File: config.mk
export PLATFORM = sky130hd
export DESIGN_NAME = dp_cr_trainer
export DESIGN_NICKNAME = d
export VERILOG_FILES = /design/src/rtl/dpcr_pkg.sv /design/src/rtl/dpcr_settle_timer.sv /design/src/rtl/dpcr_adjust_eval.sv /design/src/rtl/dp_cr_trainer.sv
export SDC_FILE = /design/constraint.sdc
export NUM_CORES = 1
export LEC_CHECK = 0
export BUFFER_PORTS_ARGS = -buffer_cell sky130_fd_sc_hd__buf_2
export CORE_ASPECT_RATIO = 2
export CORE_MARGIN = 5
export CORE_UTILIZATION = 55
export DETAILED_ROUTE_END_ITERATION = 7
export GPL_ROUTABILITY_DRIVEN = 0
export PLACE_DENSITY = 0.86
export SETUP_SLACK_MARGIN = 0.05
export SLEW_MARGIN = 20
export SYNTH_ARGS = -nofsm -noshare
export SYNTH_HDL_FRONTEND = slang
export SYNTH_HIERARCHICAL = 1
export SYNTH_SLANG_ARGS = --single-unit
export TNS_END_PERCENT = 10
File: constraint.sdc
create_clock -name clk -period 3.44 [get_ports clk]
set_input_delay 0.688 -clock clk [delete_from_list [all_inputs] [get_ports clk]]
set_output_delay 0.688 -clock clk [all_outputs]
set_load 0.01 [all_outputs]
File: src/rtl/dpcr_pkg.sv
package dpcr_pkg;

    localparam int NUM_RATES = 3;

    typedef struct packed {
        logic [1:0] pre;
        logic [1:0] swing;
    } drive_t;

    typedef enum logic [3:0] {
        ST_IDLE,
        ST_W_RATE,
        ST_W_LCNT,
        ST_W_PAT,
        ST_W_LSET,
        ST_SETTLE,
        ST_R_ST0,
        ST_R_ST1,
        ST_R_ADJ0,
        ST_R_ADJ1,
        ST_EVAL,
        ST_W_OFF,
        ST_FIN
    } tstate_e;

    localparam logic [19:0] REG_RATE  = 20'h00100;
    localparam logic [19:0] REG_LCNT  = 20'h00101;
    localparam logic [19:0] REG_PAT   = 20'h00102;
    localparam logic [19:0] REG_LSET  = 20'h00103;
    localparam logic [19:0] REG_STA0  = 20'h00202;
    localparam logic [19:0] REG_STA1  = 20'h00203;
    localparam logic [19:0] REG_ADJ0  = 20'h00206;
    localparam logic [19:0] REG_ADJ1  = 20'h00207;

    localparam logic [7:0] PAT_CR  = 8'h01;
    localparam logic [7:0] PAT_OFF = 8'h00;

    // rate index 0 is the fastest
    function automatic logic [7:0] rate_of(input logic [1:0] idx);
        case (idx)
            2'd0:    return 8'h14;
            2'd1:    return 8'h0A;
            default: return 8'h06;
        endcase
    endfunction

    function automatic logic [7:0] lane_byte(input drive_t d);
        return {2'b00, (d.pre == 2'd2), d.pre, (d.swing == 2'd2), d.swing};
    endfunction

    function automatic logic [1:0] clamp_lvl(input logic [1:0] v);
        return (v == 2'd3) ? 2'd2 : v;
    endfunction

endpackage

File: src/rtl/dpcr_settle_timer.sv
module dpcr_settle_timer #(
    parameter int CNT_W = 16
) (
    input  logic             clk,
    input  logic             rst,
    input  logic             load,
    input  logic             tick,
    input  logic [CNT_W-1:0] target,
    output logic [CNT_W-1:0] cnt,
    output logic             expired
);

    assign expired = (cnt >= target);

    always_ff @(posedge clk) begin
        if (rst) begin
            cnt <= '0;
        end else if (load) begin
            cnt <= '0;
        end else if (tick && !expired) begin
            cnt <= cnt + 1'b1;
        end
    end


    settle_step_chk: assert property (@(posedge clk) disable iff (rst)
        (!load && tick && !expired) |=> (cnt == $past(cnt) + 1'b1));


    settle_load_chk: assert property (@(posedge clk) disable iff (rst)
        load |=> (cnt == '0));

endmodule

File: src/rtl/dpcr_adjust_eval.sv
module dpcr_adjust_eval
    import dpcr_pkg::*;
#(
    parameter int LANES = 4
) (
    input  logic [7:0]             st_lo,
    input  logic [7:0]             st_hi,
    input  logic [7:0]             adj_lo,
    input  logic [7:0]             adj_hi,
    input  logic [2:0]             lane_count,
    input  drive_t [LANES-1:0]     cur,
    output drive_t [LANES-1:0]     nxt,
    output logic                   cr_ok,
    output logic                   same_req
);

    logic [LANES-1:0] lane_ok;
    logic [LANES-1:0] lane_same;

    for (genvar i = 0; i < LANES; i++) begin : g_lane
        localparam int SH = (i % 2) * 4;
        logic [7:0] st_b;
        logic [7:0] adj_b;
        logic       active;

        if (i < 2) begin : g_lo
            assign st_b  = st_lo;
            assign adj_b = adj_lo;
        end else begin : g_hi
            assign st_b  = st_hi;
            assign adj_b = adj_hi;
        end

        assign active       = (3'(i) < lane_count);
        assign lane_ok[i]   = !active || st_b[SH];
        assign nxt[i].swing = active ? clamp_lvl(adj_b[SH+1 -: 2]) : 2'd0;
        assign nxt[i].pre   = active ? clamp_lvl(adj_b[SH+3 -: 2]) : 2'd0;
        assign lane_same[i] = !active || (nxt[i] == cur[i]);
    end

    assign cr_ok    = &lane_ok;
    assign same_req = &lane_same;

endmodule

File: src/rtl/dp_cr_trainer.sv
module dp_cr_trainer
    import dpcr_pkg::*;
#(
    parameter int LANES         = 4,
    parameter int ADDR_W        = 20,
    parameter int ATTEMPT_MAX   = 10,
    parameter int REPEAT_OK     = 5,
    parameter int SETTLE_MIN_US = 100,
    parameter int SETTLE_DEF_US = 200,
    parameter int TICK_W        = 16
) (
    input  logic                 clk,
    input  logic                 rst,
    input  logic                 start,
    input  logic [2:0]           lane_count,
    input  logic [TICK_W-1:0]    settle_us,
    input  logic                 us_tick,
    output logic                 bus_valid,
    input  logic                 bus_ready,
    output logic                 bus_write,
    output logic [ADDR_W-1:0]    bus_addr,
    output logic [7:0]           bus_wdata,
    input  logic                 bus_done,
    input  logic [7:0]           bus_rdata,
    output logic [8*LANES-1:0]   drive_set,
    output logic [7:0]           rate_code,
    output logic                 busy,
    output logic                 train_done,
    output logic                 train_pass
);

    localparam int ATT_W     = $clog2(ATTEMPT_MAX + 1);
    localparam int REP_W     = $clog2(REPEAT_OK + 2);
    localparam int LIDX_W    = (LANES > 1) ? $clog2(LANES) : 1;
    localparam int RATE_LAST = NUM_RATES - 1;

    tstate_e               st;
    logic                  waiting;
    logic [1:0]            rate_idx;
    logic [LIDX_W-1:0]     lidx;
    drive_t [LANES-1:0]    drv;
    drive_t [LANES-1:0]    drv_nxt;
    logic [7:0]            st_lo, st_hi, adj_lo, adj_hi;
    logic [ATT_W-1:0]      att_cnt;
    logic [REP_W-1:0]      rep_cnt;
    logic [2:0]            lanes_r;
    logic [TICK_W-1:0]     settle_tgt;
    logic [TICK_W-1:0]     tmr_cnt;
    logic                  tmr_exp;
    logic                  tmr_load;
    logic                  pass_r;
    logic                  is_op;
    logic                  xfer_end;
    logic                  last_lane;
    logic                  cr_ok;
    logic                  same_req;
    logic                  rate_over;

    // ---------------- request decode ----------------
    always_comb begin
        is_op     = 1'b1;
        bus_write = 1'b1;
        bus_addr  = '0;
        bus_wdata = '0;
        case (st)
            ST_W_RATE: begin bus_addr = ADDR_W'(REG_RATE); bus_wdata = rate_of(rate_idx); end
            ST_W_LCNT: begin bus_addr = ADDR_W'(REG_LCNT); bus_wdata = {5'd0, lanes_r}; end
            ST_W_PAT:  begin bus_addr = ADDR_W'(REG_PAT);  bus_wdata = PAT_CR; end
            ST_W_LSET: begin
                bus_addr  = ADDR_W'(REG_LSET) + ADDR_W'(lidx);
                bus_wdata = lane_byte(drv[lidx]);
            end
            ST_R_ST0:  begin bus_write = 1'b0; bus_addr = ADDR_W'(REG_STA0); end
            ST_R_ST1:  begin bus_write = 1'b0; bus_addr = ADDR_W'(REG_STA1); end
            ST_R_ADJ0: begin bus_write = 1'b0; bus_addr = ADDR_W'(REG_ADJ0); end
            ST_R_ADJ1: begin bus_write = 1'b0; bus_addr = ADDR_W'(REG_ADJ1); end
            ST_W_OFF:  begin bus_addr = ADDR_W'(REG_PAT);  bus_wdata = PAT_OFF; end
            default:   is_op = 1'b0;
        endcase
    end

    assign bus_valid = is_op && !waiting;
    assign xfer_end  = is_op && waiting && bus_done;
    assign last_lane = ({1'b0, lidx} == 3'(lanes_r - 3'd1));
    assign tmr_load  = (st == ST_W_LSET) && xfer_end && last_lane;
    assign rate_over = (att_cnt == ATT_W'(ATTEMPT_MAX - 1)) ||
                       (same_req && (rep_cnt == REP_W'(REPEAT_OK)));

    // ---------------- sub-blocks ----------------
    dpcr_settle_timer #(.CNT_W(TICK_W)) u_timer (
        .clk     (clk),
        .rst     (rst),
        .load    (tmr_load),
        .tick    (us_tick),
        .target  (settle_tgt),
        .cnt     (tmr_cnt),
        .expired (tmr_exp)
    );

    dpcr_adjust_eval #(.LANES(LANES)) u_eval (
        .st_lo      (st_lo),
        .st_hi      (st_hi),
        .adj_lo     (adj_lo),
        .adj_hi     (adj_hi),
        .lane_count (lanes_r),
        .cur        (drv),
        .nxt        (drv_nxt),
        .cr_ok      (cr_ok),
        .same_req   (same_req)
    );

    // ---------------- sequencer ----------------
    always_ff @(posedge clk) begin
        if (rst) begin
            st         <= ST_IDLE;
            waiting    <= 1'b0;
            rate_idx   <= '0;
            lidx       <= '0;
            drv        <= '0;
            st_lo      <= '0;
            st_hi      <= '0;
            adj_lo     <= '0;
            adj_hi     <= '0;
            att_cnt    <= '0;
            rep_cnt    <= '0;
            lanes_r    <= 3'd1;
            settle_tgt <= TICK_W'(SETTLE_DEF_US);
            pass_r     <= 1'b0;
        end else begin
            if (bus_valid && bus_ready) waiting <= 1'b1;
            if (xfer_end)               waiting <= 1'b0;
            case (st)
                ST_IDLE: if (start) begin
                    rate_idx <= '0;
                    lanes_r  <= lane_count;
                    drv      <= '0;
                    att_cnt  <= '0;
                    rep_cnt  <= '0;
                    pass_r   <= 1'b0;
                    if (settle_us == '0)
                        settle_tgt <= TICK_W'(SETTLE_DEF_US);
                    else if (settle_us < TICK_W'(SETTLE_MIN_US))
                        settle_tgt <= TICK_W'(SETTLE_MIN_US);
                    else
                        settle_tgt <= settle_us;
                    st <= ST_W_RATE;
                end
                ST_W_RATE: if (xfer_end) st <= ST_W_LCNT;
                ST_W_LCNT: if (xfer_end) st <= ST_W_PAT;
                ST_W_PAT: if (xfer_end) begin
                    lidx <= '0;
                    st   <= ST_W_LSET;
                end
                ST_W_LSET: if (xfer_end) begin
                    if (last_lane) st <= ST_SETTLE;
                    else           lidx <= lidx + 1'b1;
                end
                ST_SETTLE: if (tmr_exp) st <= ST_R_ST0;
                ST_R_ST0: if (xfer_end) begin st_lo  <= bus_rdata; st <= ST_R_ST1;  end
                ST_R_ST1: if (xfer_end) begin st_hi  <= bus_rdata; st <= ST_R_ADJ0; end
                ST_R_ADJ0: if (xfer_end) begin adj_lo <= bus_rdata; st <= ST_R_ADJ1; end
                ST_R_ADJ1: if (xfer_end) begin adj_hi <= bus_rdata; st <= ST_EVAL;   end
                ST_EVAL: begin
                    if (cr_ok) begin
                        pass_r <= 1'b1;
                        st     <= ST_W_OFF;
                    end else if (rate_over) begin
                        if (rate_idx == 2'(RATE_LAST)) begin
                            pass_r <= 1'b0;
                            st     <= ST_W_OFF;
                        end else begin
                            rate_idx <= rate_idx + 1'b1;
                            drv      <= '0;
                            att_cnt  <= '0;
                            rep_cnt  <= '0;
                            st       <= ST_W_RATE;
                        end
                    end else begin
                        drv     <= drv_nxt;
                        att_cnt <= att_cnt + 1'b1;
                        rep_cnt <= same_req ? rep_cnt + 1'b1 : '0;
                        lidx    <= '0;
                        st      <= ST_W_LSET;
                    end
                end
                ST_W_OFF: if (xfer_end) st <= ST_FIN;
                ST_FIN:   st <= ST_IDLE;
                default:  st <= ST_IDLE;
            endcase
        end
    end

    for (genvar i = 0; i < LANES; i++) begin : g_out
        assign drive_set[8*i +: 8] = lane_byte(drv[i]);
    end

    assign rate_code  = rate_of(rate_idx);
    assign busy       = (st != ST_IDLE);
    assign train_done = (st == ST_FIN);
    assign train_pass = pass_r;

    // ---------------- checks ----------------

    req_hold_chk: assert property (@(posedge clk) disable iff (rst)
        (bus_valid && !bus_ready) |=> (bus_valid && $stable(bus_addr) &&
                                       $stable(bus_wdata) && $stable(bus_write)));


    req_gap_chk: assert property (@(posedge clk) disable iff (rst)
        (bus_valid && bus_ready) |=> !bus_valid);


    lane_byte_chk: assert property (@(posedge clk) disable iff (rst)
        (bus_valid && bus_write && (bus_addr >= ADDR_W'(REG_LSET)) &&
         (bus_addr < ADDR_W'(REG_LSET) + ADDR_W'(LANES)))
        |-> ((bus_wdata[2] == (bus_wdata[1:0] == 2'd2)) &&
             (bus_wdata[5] == (bus_wdata[4:3] == 2'd2)) &&
             (bus_wdata[1:0] != 2'd3) && (bus_wdata[7:6] == 2'b00)));


    settle_exit_chk: assert property (@(posedge clk) disable iff (rst)
        ((st == ST_SETTLE) && tmr_exp) |-> (tmr_cnt >= TICK_W'(SETTLE_MIN_US)));


    attempt_bound_chk: assert property (@(posedge clk) disable iff (rst)
        att_cnt < ATT_W'(ATTEMPT_MAX));


    repeat_bound_chk: assert property (@(posedge clk) disable iff (rst)
        rep_cnt <= REP_W'(REPEAT_OK));


    done_pulse_chk: assert property (@(posedge clk) disable iff (rst)
        train_done |=> (!train_done && !busy));

endmodule

# After elaboration in Yosys (flattened, before gate mapping)
# Cells that the tools add are included.
[word_totals] inputBits=33 output_inout_bits=73 word_cells=214 reg_bits=94
[classes] reduce_logical=46 eq_ne=59 addsub=7 magnitude_cmp=7 muxes=73
[op_table] op="2-to-1 mux 16 bit" count=6
[op_table] op="2-to-1 mux 4 bit" count=20
[op_table] op="one-hot mux 10 bit (8 select lines)" count=1
[op_table] op="2-to-1 mux 2 bit" count=25
[op_table] op="one-hot mux 4 bit (12 select lines)" count=1
[op_table] op="== test 2 bit (second input constant)" count=19
[op_table] op="!= test 2 bit (second input constant)" count=16
[op_table] op="one-hot mux 16 bit (2 select lines)" count=1
[op_table] op="== test 4 bit (second input constant)" count=6
[op_table] op="one-hot mux 6 bit (4 select lines)" count=1
[op_table] op="adder 16 x 1 -> 16 bit (second input constant)" count=1
[op_table] op="== test 4 x 3 -> 1 bit (second input constant)" count=4
[op_table] op="== test 4 bit" count=4
[op_table] op=">= comparator 16 bit" count=1
[op_table] op="logical NOT 16 bit" count=1
[op_table] op="less-than comparator 16 x 7 -> 1 bit (second input constant)" count=1
[op_table] op="AND reduction 4 bit" count=4
[op_table] op="2-to-1 mux 3 bit" count=5
[op_table] op="AND reduction 12 bit" count=1
[op_table] op="adder 9 x 2 -> 10 bit (first input constant)" count=1
[op_table] op="one-hot mux 5 bit (2 select lines)" count=1
[op_table] op="AND reduction 2 bit" count=5
[op_table] op="logical OR 1 bit" count=9
[op_table] op="!= test 3 bit (second input constant)" count=3
[op_table] op="other kinds (32)" count=55

# Longest topological paths before layout
# Gate-level depths: netlist of the first run.
[logic_depth] word_depth=11 ltp_mapped=13 ltp_nobuf=11

# Hierarchy
# The synthesis of the first run kept the hierarchy.
[modules_own_cells] mod="dp_cr_trainer" area_each_um2=4236.6 seq_area_each_um2=1681.6 cells_per_inst=492 instances=1
[modules_own_cells] mod="dpcr_settle_timer" area_each_um2=1207.4 seq_area_each_um2=320.3 cells_per_inst=149 instances=1
[modules_own_cells] mod="dpcr_adjust_eval" area_each_um2=461.7 seq_area_each_um2=0.0 cells_per_inst=68 instances=1

# Worst setup path after synthesis of the first run
# No wires, ideal clock.
[synth_path] path_type="flip-flop to flip-flop" start="reg settle_tgt[13]" end="reg st[2]" arrival_time_ns=2.614 n_path_buf=2 setup_ns=0.095 required_ns=3.345 path_stages_with_launch=13 synth_period_minus_slack_ns=2.710 slack_ns=0.730 cell_sequence="dfxtp_1 > inv_1 > ha_1 > nand4_1 > nor2_1 > or4b_1 > nand4_2 > buf_6 > buf_2 > and3b_1 > o21ai_0 > nand4_1 > a221oi_1"
[synth_between] elab_chain_len=3
[synth_rtl] item="start, declared" line_no="dp_cr_trainer.sv:47" rtl="logic [TICK_W-1:0] settle_tgt;"
[synth_rtl] item="start signal, assigned" line_no="dp_cr_trainer.sv:127" rtl="settle_tgt <= TICK_W'(SETTLE_DEF_US);"
[synth_rtl] item="start signal, assigned" line_no="dp_cr_trainer.sv:141" rtl="settle_tgt <= TICK_W'(SETTLE_DEF_US);"
[synth_rtl] item="start signal, assigned" line_no="dp_cr_trainer.sv:143" rtl="settle_tgt <= TICK_W'(SETTLE_MIN_US);"
[synth_rtl] item=">= comparator 16 bit" line_no="dpcr_settle_timer.sv:13" rtl="assign expired = (cnt >= target);"
[synth_rtl] item="via tmr_exp" line_no="dp_cr_trainer.sv:49" rtl="logic tmr_exp;"
[synth_rtl] item="!= test 2 x 1 -> 1 bit (no line)"
[synth_rtl] item="AND reduction 12 bit (no line)"
[synth_rtl] item="end signal, assigned" line_no="dp_cr_trainer.sv:115" rtl="st <= ST_IDLE;"
[synth_rtl] item="end signal, assigned" line_no="dp_cr_trainer.sv:146" rtl="st <= ST_W_RATE;"
[synth_rtl] item="end signal, assigned" line_no="dp_cr_trainer.sv:148" rtl="ST_W_RATE: if (xfer_end) st <= ST_W_LCNT;"
[synth_rtl] item="end, declared" line_no="dp_cr_trainer.sv:37" rtl="tstate_e st;"
# The timed path passes the listed nets, and every way through them passes these cells.
# A chain may end at the register's enable or synchronous reset.

# Final worst setup path of the first run
[layout_path] start="reg st[1]" end="out bus_wdata[2]"
[layout_between] elab_chain_len=2 elab_cells_between_ends=5 classes_between="eq/ne (4); mux (1)"
[layout_rtl] item="== test 4 x 3 -> 1 bit, or another cell as far along" line_no="dp_cr_trainer.sv:65" rtl="case (st)"
[layout_rtl] item="one-hot mux 6 bit (4 select lines) (*)" line_no="dp_cr_trainer.sv:65"
[layout_rtl] item="end, declared" line_no="dp_cr_trainer.sv:22" rtl="output logic [7:0] bus_wdata,"
# Every way passes the cells marked *; elsewhere a longest branch is shown, timed or not.

==> flow_metrics.env, run 1 <==
export IMPL_insertion_delay_ns=0.35
export IMPL_syn_area_um2=5500
export IMPL_crit_path_end_kind="output pin"
export IMPL_firstDrtPassIters=5
export IMPL_finalWorstSetupSlack_ns=0.389
export IMPL_fin_skew_ns=0.00781
export IMPL_drive_above_1_share_pct=16.6
export IMPL_max_stage_delay_ns=0.87
export IMPL_setup_violations=0
export IMPL_status="finished clean"
export IMPL_num_fill_cells=819
export IMPL_fin_cells=865
export IMPL_diodes=0
export IMPL_critPathMaxFanout=27
export IMPL_totalPowerFinal_mw=3.08
export IMPL_cts_buffers=9
export IMPL_post_route_util_pct=62.2
export IMPL_rows=51
export IMPL_cts_buffer_depth=2
export IMPL_leakagePower_nw=2.43
export IMPL_syn_inst=673
export IMPL_ir_drop_uv=327
export IMPL_clk_pin_slew_ns=0.06
export IMPL_worstPathCellList="inv_1 > nand2_1 > o22ai_1 > nand2_1 > o21ai_0 > buf_2"
export IMPL_cts_resized=0
export IMPL_yosys_warnings=6
export IMPL_ant_nets=0
export IMPL_floorplan_initialDensity_pct=56.3
export IMPL_wl_per_cell_um=17.8
export IMPL_cts_tree="built"
export IMPL_slowest_stage="dfxtp_1"
export IMPL_syn_avg_cell_area_um2=8.17
export IMPL_final_cell_mix="dfxtp_1, buf_2, nand2_1"
export IMPL_numPlacedInstances=849
export IMPL_worstPathArrival_ns=2.36
export IMPL_maxSlewViolCount=0
export IMPL_overflow=0
export IMPL_postCtsSetupBuffers=0
export IMPL_placedInstanceArea_um2=5790
export IMPL_drcViolationCount=0
export IMPL_antenna_found_initial=0
export IMPL_tns_ns=0
export IMPL_ios=106
export IMPL_final_common_cell="dfxtp_1"
export IMPL_viasPerCell=6.03
export IMPL_rsz0062_at_grt="no"
export IMPL_whs_ns=0.460
export IMPL_fin_area_um2=6070
export IMPL_grt_max_degree=34
export IMPL_worst_pin_slew_ns=0.841
export IMPL_hold_buffers=0
export IMPL_clockRootBuffer="clkbuf_16"
export IMPL_crit_top_cell="nand2_1"
export IMPL_hold_class="reg2reg"
export IMPL_finalCritPeriodShare_pct=88.7
export IMPL_grt_usage_pct=25.7
export IMPL_die_h_um=151
export IMPL_cts_htree_levels=3
export IMPL_grt_pass1_wl_mm=24.0
export IMPL_fmax_mhz=328
export IMPL_die_area_um2=12200
export IMPL_worstSetupPathType="reg2out"
export IMPL_relSlewSlack_pct=43.8
export IMPL_cts_sinks=88
export IMPL_hold_viol=0
export IMPL_finalCriticalPeriod_ns=3.05
export IMPL_die_width_um=80.7
export IMPL_drt_total_wl_mm=15.4
export IMPL_drtIter0Drc=411
export IMPL_vias=5213
export IMPL_layout_nets=787
export IMPL_worstPathRequired_ns=2.75
export IMPL_syn_to_final_growth_pct=10.4
export IMPL_dpl_hpwl_mm=11.7
export IMPL_power_density_nw_per_um2=507
export IMPL_max_cap_violations=0
export IMPL_coreArea_um2=9760
export IMPL_pre_cts_slack_ns=0.478
export IMPL_io_buffers=76
export IMPL_grt_pass1_vias=5012
export IMPL_cp_start_kind="flip-flop"
-- flip-flops by register name, summed over array words and instances (netlist names) --
| register | count |
|---|---|
| lidx | 2 |
| drive_set | 16 |
| train_pass | 1 |
| waiting | 1 |
| st_lo | 2 |
| rate_idx | 2 |
| settle_tgt | 16 |
| st_hi | 2 |
| u_timer/cnt | 16 |
| att_cnt | 4 |
| lanes_r | 3 |
| adj_lo | 8 |
| adj_hi | 8 |
| rep_cnt | 3 |
| st | 4 |
-- path summary, 6_finish.rpt --
kind | from | end | slack (ns) | cells past startpoint
worst max register to register | lanes_r[2]$_SDFFE_PP0P_ | att_cnt[2]$_SDFFE_PP0P_ | 0.43 | 10
worst min register to register | settle_tgt[14]$_SDFFE_PP0P_ | settle_tgt[14]$_SDFFE_PP0P_ | 0.46 | 2
worst min-delay path | settle_tgt[14]$_SDFFE_PP0P_ | settle_tgt[14]$_SDFFE_PP0P_ | 0.46 | 2
worst max-delay path | st[1]$_SDFFE_PP0P_ | bus_wdata[2] | 0.39 | 6
-- report_power, final --
group	internal, mW	switching [mW]
combinational	0.334	0.582
clock	0.513	0.412
sequential	1.09	0.147
total	1.94	1.14
-- worst max-delay path, delay by kind of cell, from the launching register on --
kind                   cells  cell delay [ns]
AOI/OAI and AO/OA          2             0.24
and+or+nand+nor            2             0.40
DFF                        1             0.87
buffers and inverters      2             0.51
-- layer usage --
metal / global-route usage [%] / vias to the layer above / routed length [um]
li1: - / 2435 / -
met4: 21.8 / 0 / 1260
met3: 4.58 / 82 / 923
met1: 24.6 / 2446 / 5170
met2: 45.9 / 250 / 8010
met5: 0 / - / 0
-- final cells by class --
type                    count  area, um^2  area share [%]
multi-input cells         513        3320            54.6
repair buffers             81         418            6.88
flip-flops and latches     88        1760            29.0
well taps                 132         165            2.72
clock inverters             5        37.5           0.618
inverters                  35         131            2.16
clock buffers              11         243            4.00
(Power assumes the default switching activity.)
==> run 2: changes to the inputs <==
--- a/config.mk
+++ b/config.mk
@@ -6,7 +6,7 @@
 export NUM_CORES = 1
 export LEC_CHECK = 0
 export BUFFER_PORTS_ARGS = -buffer_cell sky130_fd_sc_hd__buf_2
-export CORE_ASPECT_RATIO = 2
+export CORE_ASPECT_RATIO = 0.6
 export CORE_MARGIN = 5
 export CORE_UTILIZATION = 55
 export DETAILED_ROUTE_END_ITERATION = 7
==> flow_metrics.env, run 2 (synthesized netlist as in run 1, its figures left out) <==
export IMPL_setup_violations=0
export IMPL_ir_drop_uv=299
export IMPL_insertion_delay_ns=0.35
export IMPL_cts_htree_levels=3
export IMPL_relSlewSlack_pct=45.0
export IMPL_wl_per_cell_um=18.0
export IMPL_ant_nets=0
export IMPL_diodes=0
export IMPL_drtIter0Drc=640
export IMPL_fmax_mhz=323
export IMPL_die_area_um2=12200
export IMPL_critPathMaxFanout=14
export IMPL_drcViolationCount=0
export IMPL_cts_buffers=9
export IMPL_worstSetupPathType="reg2reg"
export IMPL_cts_tree="built"
export IMPL_whs_ns=0.461
export IMPL_hold_class="reg2reg"
export IMPL_final_cell_mix="dfxtp_1, buf_2, nand2_1"
export IMPL_max_cap_violations=0
export IMPL_clk_pin_slew_ns=0.07
export IMPL_grt_max_degree=37
export IMPL_tns_ns=0
export IMPL_leakagePower_nw=2.47
export IMPL_vias=5300
export IMPL_hold_buffers=0
export IMPL_worst_pin_slew_ns=0.823
export IMPL_ios=106
export IMPL_grt_usage_pct=25.6
export IMPL_cp_start_kind="flip-flop"
export IMPL_clockRootBuffer="clkbuf_16"
export IMPL_io_buffers=76
export IMPL_die_h_um=87.5
export IMPL_overflow=0
export IMPL_postCtsSetupBuffers=0
export IMPL_viasPerCell=6.09
export IMPL_drt_total_wl_mm=15.7
export IMPL_post_route_util_pct=62.6
export IMPL_drive_above_1_share_pct=17.1
export IMPL_numPlacedInstances=854
export IMPL_floorplan_initialDensity_pct=56.1
export IMPL_fin_skew_ns=0.0119
export IMPL_rows=28
export IMPL_cts_buffer_depth=2
export IMPL_max_stage_delay_ns=0.67
export IMPL_fin_area_um2=6140
export IMPL_layout_nets=789
export IMPL_power_density_nw_per_um2=533
export IMPL_worstPathCellList="nor2_4 > nor3_1 > nand3b_1 > nor4_1 > o31a_1 > and4_1 > o31ai_1 > o221ai_1 > mux2i_1 > nor2_1"
export IMPL_firstDrtPassIters=5
export IMPL_status="finished clean"
export IMPL_slowest_stage="dfxtp_1"
export IMPL_placedInstanceArea_um2=5810
export IMPL_syn_to_final_growth_pct=11.6
export IMPL_finalCritPeriodShare_pct=90.0
export IMPL_fin_cells=870
export IMPL_antenna_found_initial=0
export IMPL_cts_resized=0
export IMPL_die_width_um=139
export IMPL_final_common_cell="dfxtp_1"
export IMPL_grt_pass1_wl_mm=25.0
export IMPL_dpl_hpwl_mm=11.5
export IMPL_grt_pass1_vias=4760
export IMPL_cts_sinks=88
export IMPL_worstPathRequired_ns=3.67
export IMPL_hold_viol=0
export IMPL_rsz0062_at_grt="no"
export IMPL_worstPathArrival_ns=3.32
export IMPL_finalCriticalPeriod_ns=3.10
export IMPL_coreArea_um2=9810
export IMPL_crit_path_end_kind="flip-flop"
export IMPL_maxSlewViolCount=0
==> run 2: cell count changes in the layout (fill, tap and decap cells not counted), sizes merged <==
cell | previous run | this run
bufinv | 0 | 2
clkinv | 1 | 2
clkbuf | 11 | 9
clkinvlp | 2 | 0
inv | 37 | 38
buf | 81 | 83
==> run 2: metrics by stage <==
step | power [mW] | worst slack (ns)
2_1_floorplan | 1.94 | 0.730
4_1_cts | 3.25 | 0.244
3_5_place_dp | 2.18 | 0.349
5_1_grt | 3.44 | 0.125
6_report | 3.27 | 0.344
3_3_place_gp | 2.13 | 0.629
==> run 2: final cells by class <==
type	count	area, um^2
fill	838	3670
timing repair buffer	83	433
clock buffer	9	225
sequential	88	1760
inverter	35	131
tap	135	169
clock inverter	7	100
multi-input combinational	513	3320
==> run 2: routing by layer <==
| metal | routed length [um] | vias up | GRT usage (%) |
|---|---|---|---|
| met3 | 1890 | 51 | 7.35 |
| met2 | 6940 | 341 | 39.9 |
| met1 | 6440 | 2479 | 34.4 |
| met5 | 0 | - | 0 |
| li1 | - | 2429 | - |
| met4 | 406 | 0 | 8.53 |
==> run 2: worst max-delay path, delay by kind of cell (launching register included) <==
kind | cells | cell delay, ns
AOI/OAI and AO/OA | 3 | 1.13
DFF | 1 | 0.67
and+or+nand+nor | 6 | 1.01
muxes | 1 | 0.17
==> run 2: report_power, final <==
group	internal (mW)	switching, mW	leakage [nW]
clock network	0.644	0.439	0.161
logic	0.343	0.609	1.60
registers	1.09	0.144	0.713
==> run 2: path summary, 6_finish.rpt <==
path | endpoint | startpoint | cells after the start | slack (ns)
worst max-delay path | st[3]$_SDFFE_PP0P_ | lanes_r[2]$_SDFFE_PP0P_ | 10 | 0.34
worst min-delay path | settle_tgt[15]$_SDFFE_PP0P_ | settle_tgt[15]$_SDFFE_PP0P_ | 2 | 0.46
worst max register to register | st[3]$_SDFFE_PP0P_ | lanes_r[2]$_SDFFE_PP0P_ | 10 | 0.34
worst min register to register | settle_tgt[15]$_SDFFE_PP0P_ | settle_tgt[15]$_SDFFE_PP0P_ | 2 | 0.46
==> run 3: changes to the inputs <==
--- a/config.mk
+++ b/config.mk
@@ -9,9 +9,11 @@
 export CORE_ASPECT_RATIO = 0.6
 export CORE_MARGIN = 5
 export CORE_UTILIZATION = 55
+export CTS_CLUSTER_DIAMETER = 30
 export DETAILED_ROUTE_END_ITERATION = 7
 export GPL_ROUTABILITY_DRIVEN = 0
 export PLACE_DENSITY = 0.86
+export REMOVE_ABC_BUFFERS = 1
 export SETUP_SLACK_MARGIN = 0.05
 export SLEW_MARGIN = 20
 export SYNTH_ARGS = -nofsm -noshare
==> flow_metrics.env, run 3 (synthesized netlist as in run 1, its figures left out) <==
export IMPL_worstPathRequired_ns=3.67
export IMPL_ios=106
export IMPL_postCtsSetupBuffers=0
export IMPL_r2r_end="att_cnt[3]$_SDFFE_PP0P_"
export IMPL_final_common_cell="dfxtp_1"
export IMPL_rrSetupSlack_ns=0.23
export IMPL_final_cell_mix="dfxtp_1, buf_2, nand2_1"
export IMPL_crit_path_end_kind="flip-flop"
export IMPL_hold_class="reg2reg"
export IMPL_rows=28
export IMPL_drcViolationCount=0
export IMPL_grt_pass1_vias=4897
export IMPL_clk_pin_slew_ns=0.06
export IMPL_die_area_um2=12200
export IMPL_min_from="settle_tgt[8]$_SDFFE_PP0P_"
export IMPL_r2r_start="lanes_r[2]$_SDFFE_PP0P_"
export IMPL_wl_per_cell_um=17.3
export IMPL_vias=5218
export IMPL_finalCritPeriodShare_pct=93.2
export IMPL_floorplan_initialDensity_pct=56.1
export IMPL_cts_sinks=88
export IMPL_cts_buffers=9
export IMPL_leakagePower_nw=2.45
export IMPL_tns_ns=0
export IMPL_fin_skew_ns=0.00595
export IMPL_cts_buffer_depth=2
export IMPL_worst_pin_slew_ns=0.862
export IMPL_drtIter0Drc=677
export IMPL_ant_nets=0
export IMPL_maxSlewViolCount=0
export IMPL_die_h_um=87.5
export IMPL_fin_area_um2=6130
export IMPL_cts_tree="built"
export IMPL_io_buffers=76
export IMPL_cts_resized=0
export IMPL_cts_htree_levels=3
export IMPL_antenna_found_initial=0
export IMPL_min_to="settle_tgt[8]$_SDFFE_PP0P_"
export IMPL_ff2ff_path_depth=10
export IMPL_finalCriticalPeriod_ns=3.21
export IMPL_hold_buffers=0
export IMPL_drt_total_wl_mm=15.1
export IMPL_drive_above_1_share_pct=17.1
export IMPL_coreArea_um2=9810
export IMPL_syn_to_final_growth_pct=11.4
export IMPL_setup_violations=0
export IMPL_grt_pass1_wl_mm=24.5
export IMPL_relSlewSlack_pct=42.5
export IMPL_power_density_nw_per_um2=521
export IMPL_rsz0062_at_grt="no"
export IMPL_grt_max_degree=32
export IMPL_placedInstanceArea_um2=5820
export IMPL_hold_viol=0
export IMPL_max_cap_violations=0
export IMPL_whs_path_depth=2
export IMPL_layout_nets=790
export IMPL_worstSetupPathType="reg2reg"
export IMPL_status="finished clean"
export IMPL_firstDrtPassIters=6
export IMPL_critPathMaxFanout=20
export IMPL_die_width_um=139
export IMPL_diodes=0
export IMPL_insertion_delay_ns=0.35
export IMPL_grt_usage_pct=24.7
export IMPL_ir_drop_uv=277
export IMPL_dpl_hpwl_mm=11.2
export IMPL_worstPathArrival_ns=3.44
export IMPL_fmax_mhz=312
export IMPL_num_fill_cells=833
export IMPL_overflow=0
export IMPL_viasPerCell=5.99
export IMPL_cp_start_kind="flip-flop"
export IMPL_clockRootBuffer="clkbuf_16"
## run 3: per-stage QoR
stage | utilization (%) | power (mW) | setup slack, ns | hold WS, ns | cells
floorplan | - | 1.84 | 0.718 | 0.430 | 636
global placement | 59.3 | 2.13 | 0.652 | 0.447 | 855
detailed placement | 59.3 | 2.18 | 0.479 | 0.448 | 855
CTS | 62.4 | 3.18 | 0.365 | 0.457 | 871
global route | 62.4 | 3.35 | 0.140 | 0.488 | 871
finish | 62.4 | 3.19 | 0.233 | 0.458 | 871
## run 3: where the power goes
part           switching (mW)  leakage, nW  internal [mW]
logic                   0.620         1.60          0.350
registers               0.132        0.713           1.09
clock network           0.419        0.137          0.583
## run 3: area by class of cell
class,count,area (um^2),share of cell area (%)
well taps,135,169,2.76
multi-input cells,513,3320,54.1
inverters,35,131,2.14
repair buffers,84,440,7.19
clock inverters,6,68.8,1.12
flip-flops and latches,88,1760,28.8
clock buffers,10,239,3.90
## run 3: metal layers
metal  GRT usage, %  part of all wire, %  routed length [um]  vias to the layer above
met4           6.57                  1.4                 214                        0
met1           32.4                   43                6450                     2471
met2           40.8                   45                6860                      287
met5              0                    0                   0                        -
met3           6.86                   10                1560                       32
li1               -                    -                   -                     2428
## run 3: worst max-delay path, cell delays in order (launching register included)
cell and delay (ns):
dfxtp_1 0.70, and3b_4 0.30, xnor2_1 0.11, nand3_1 0.10
nor4_1 0.39, o31a_1 0.26, nand3_1 0.17, a2111oi_2 0.52
or3_1 0.18, buf_4 0.24, nor2_1 0.10
## run 3: worst max-delay path by stage
stage / endpoint / from / cells past startpoint
2_1_floorplan: rep_cnt[2]$_SDFFE_PP0P_ / lanes_r[2]$_SDFFE_PP0P_ / 10
3_3_place_gp: att_cnt[0]$_SDFFE_PP0P_ / lanes_r[2]$_SDFFE_PP0P_ / 10
3_5_place_dp: drive_set[3]$_SDFFE_PP0P_ / lanes_r[2]$_SDFFE_PP0P_ / 11
4_1_cts: drive_set[3]$_SDFFE_PP0P_ / lanes_r[2]$_SDFFE_PP0P_ / 10
5_1_grt: drive_set[3]$_SDFFE_PP0P_ / lanes_r[2]$_SDFFE_PP0P_ / 10
6_report: att_cnt[3]$_SDFFE_PP0P_ / lanes_r[2]$_SDFFE_PP0P_ / 10
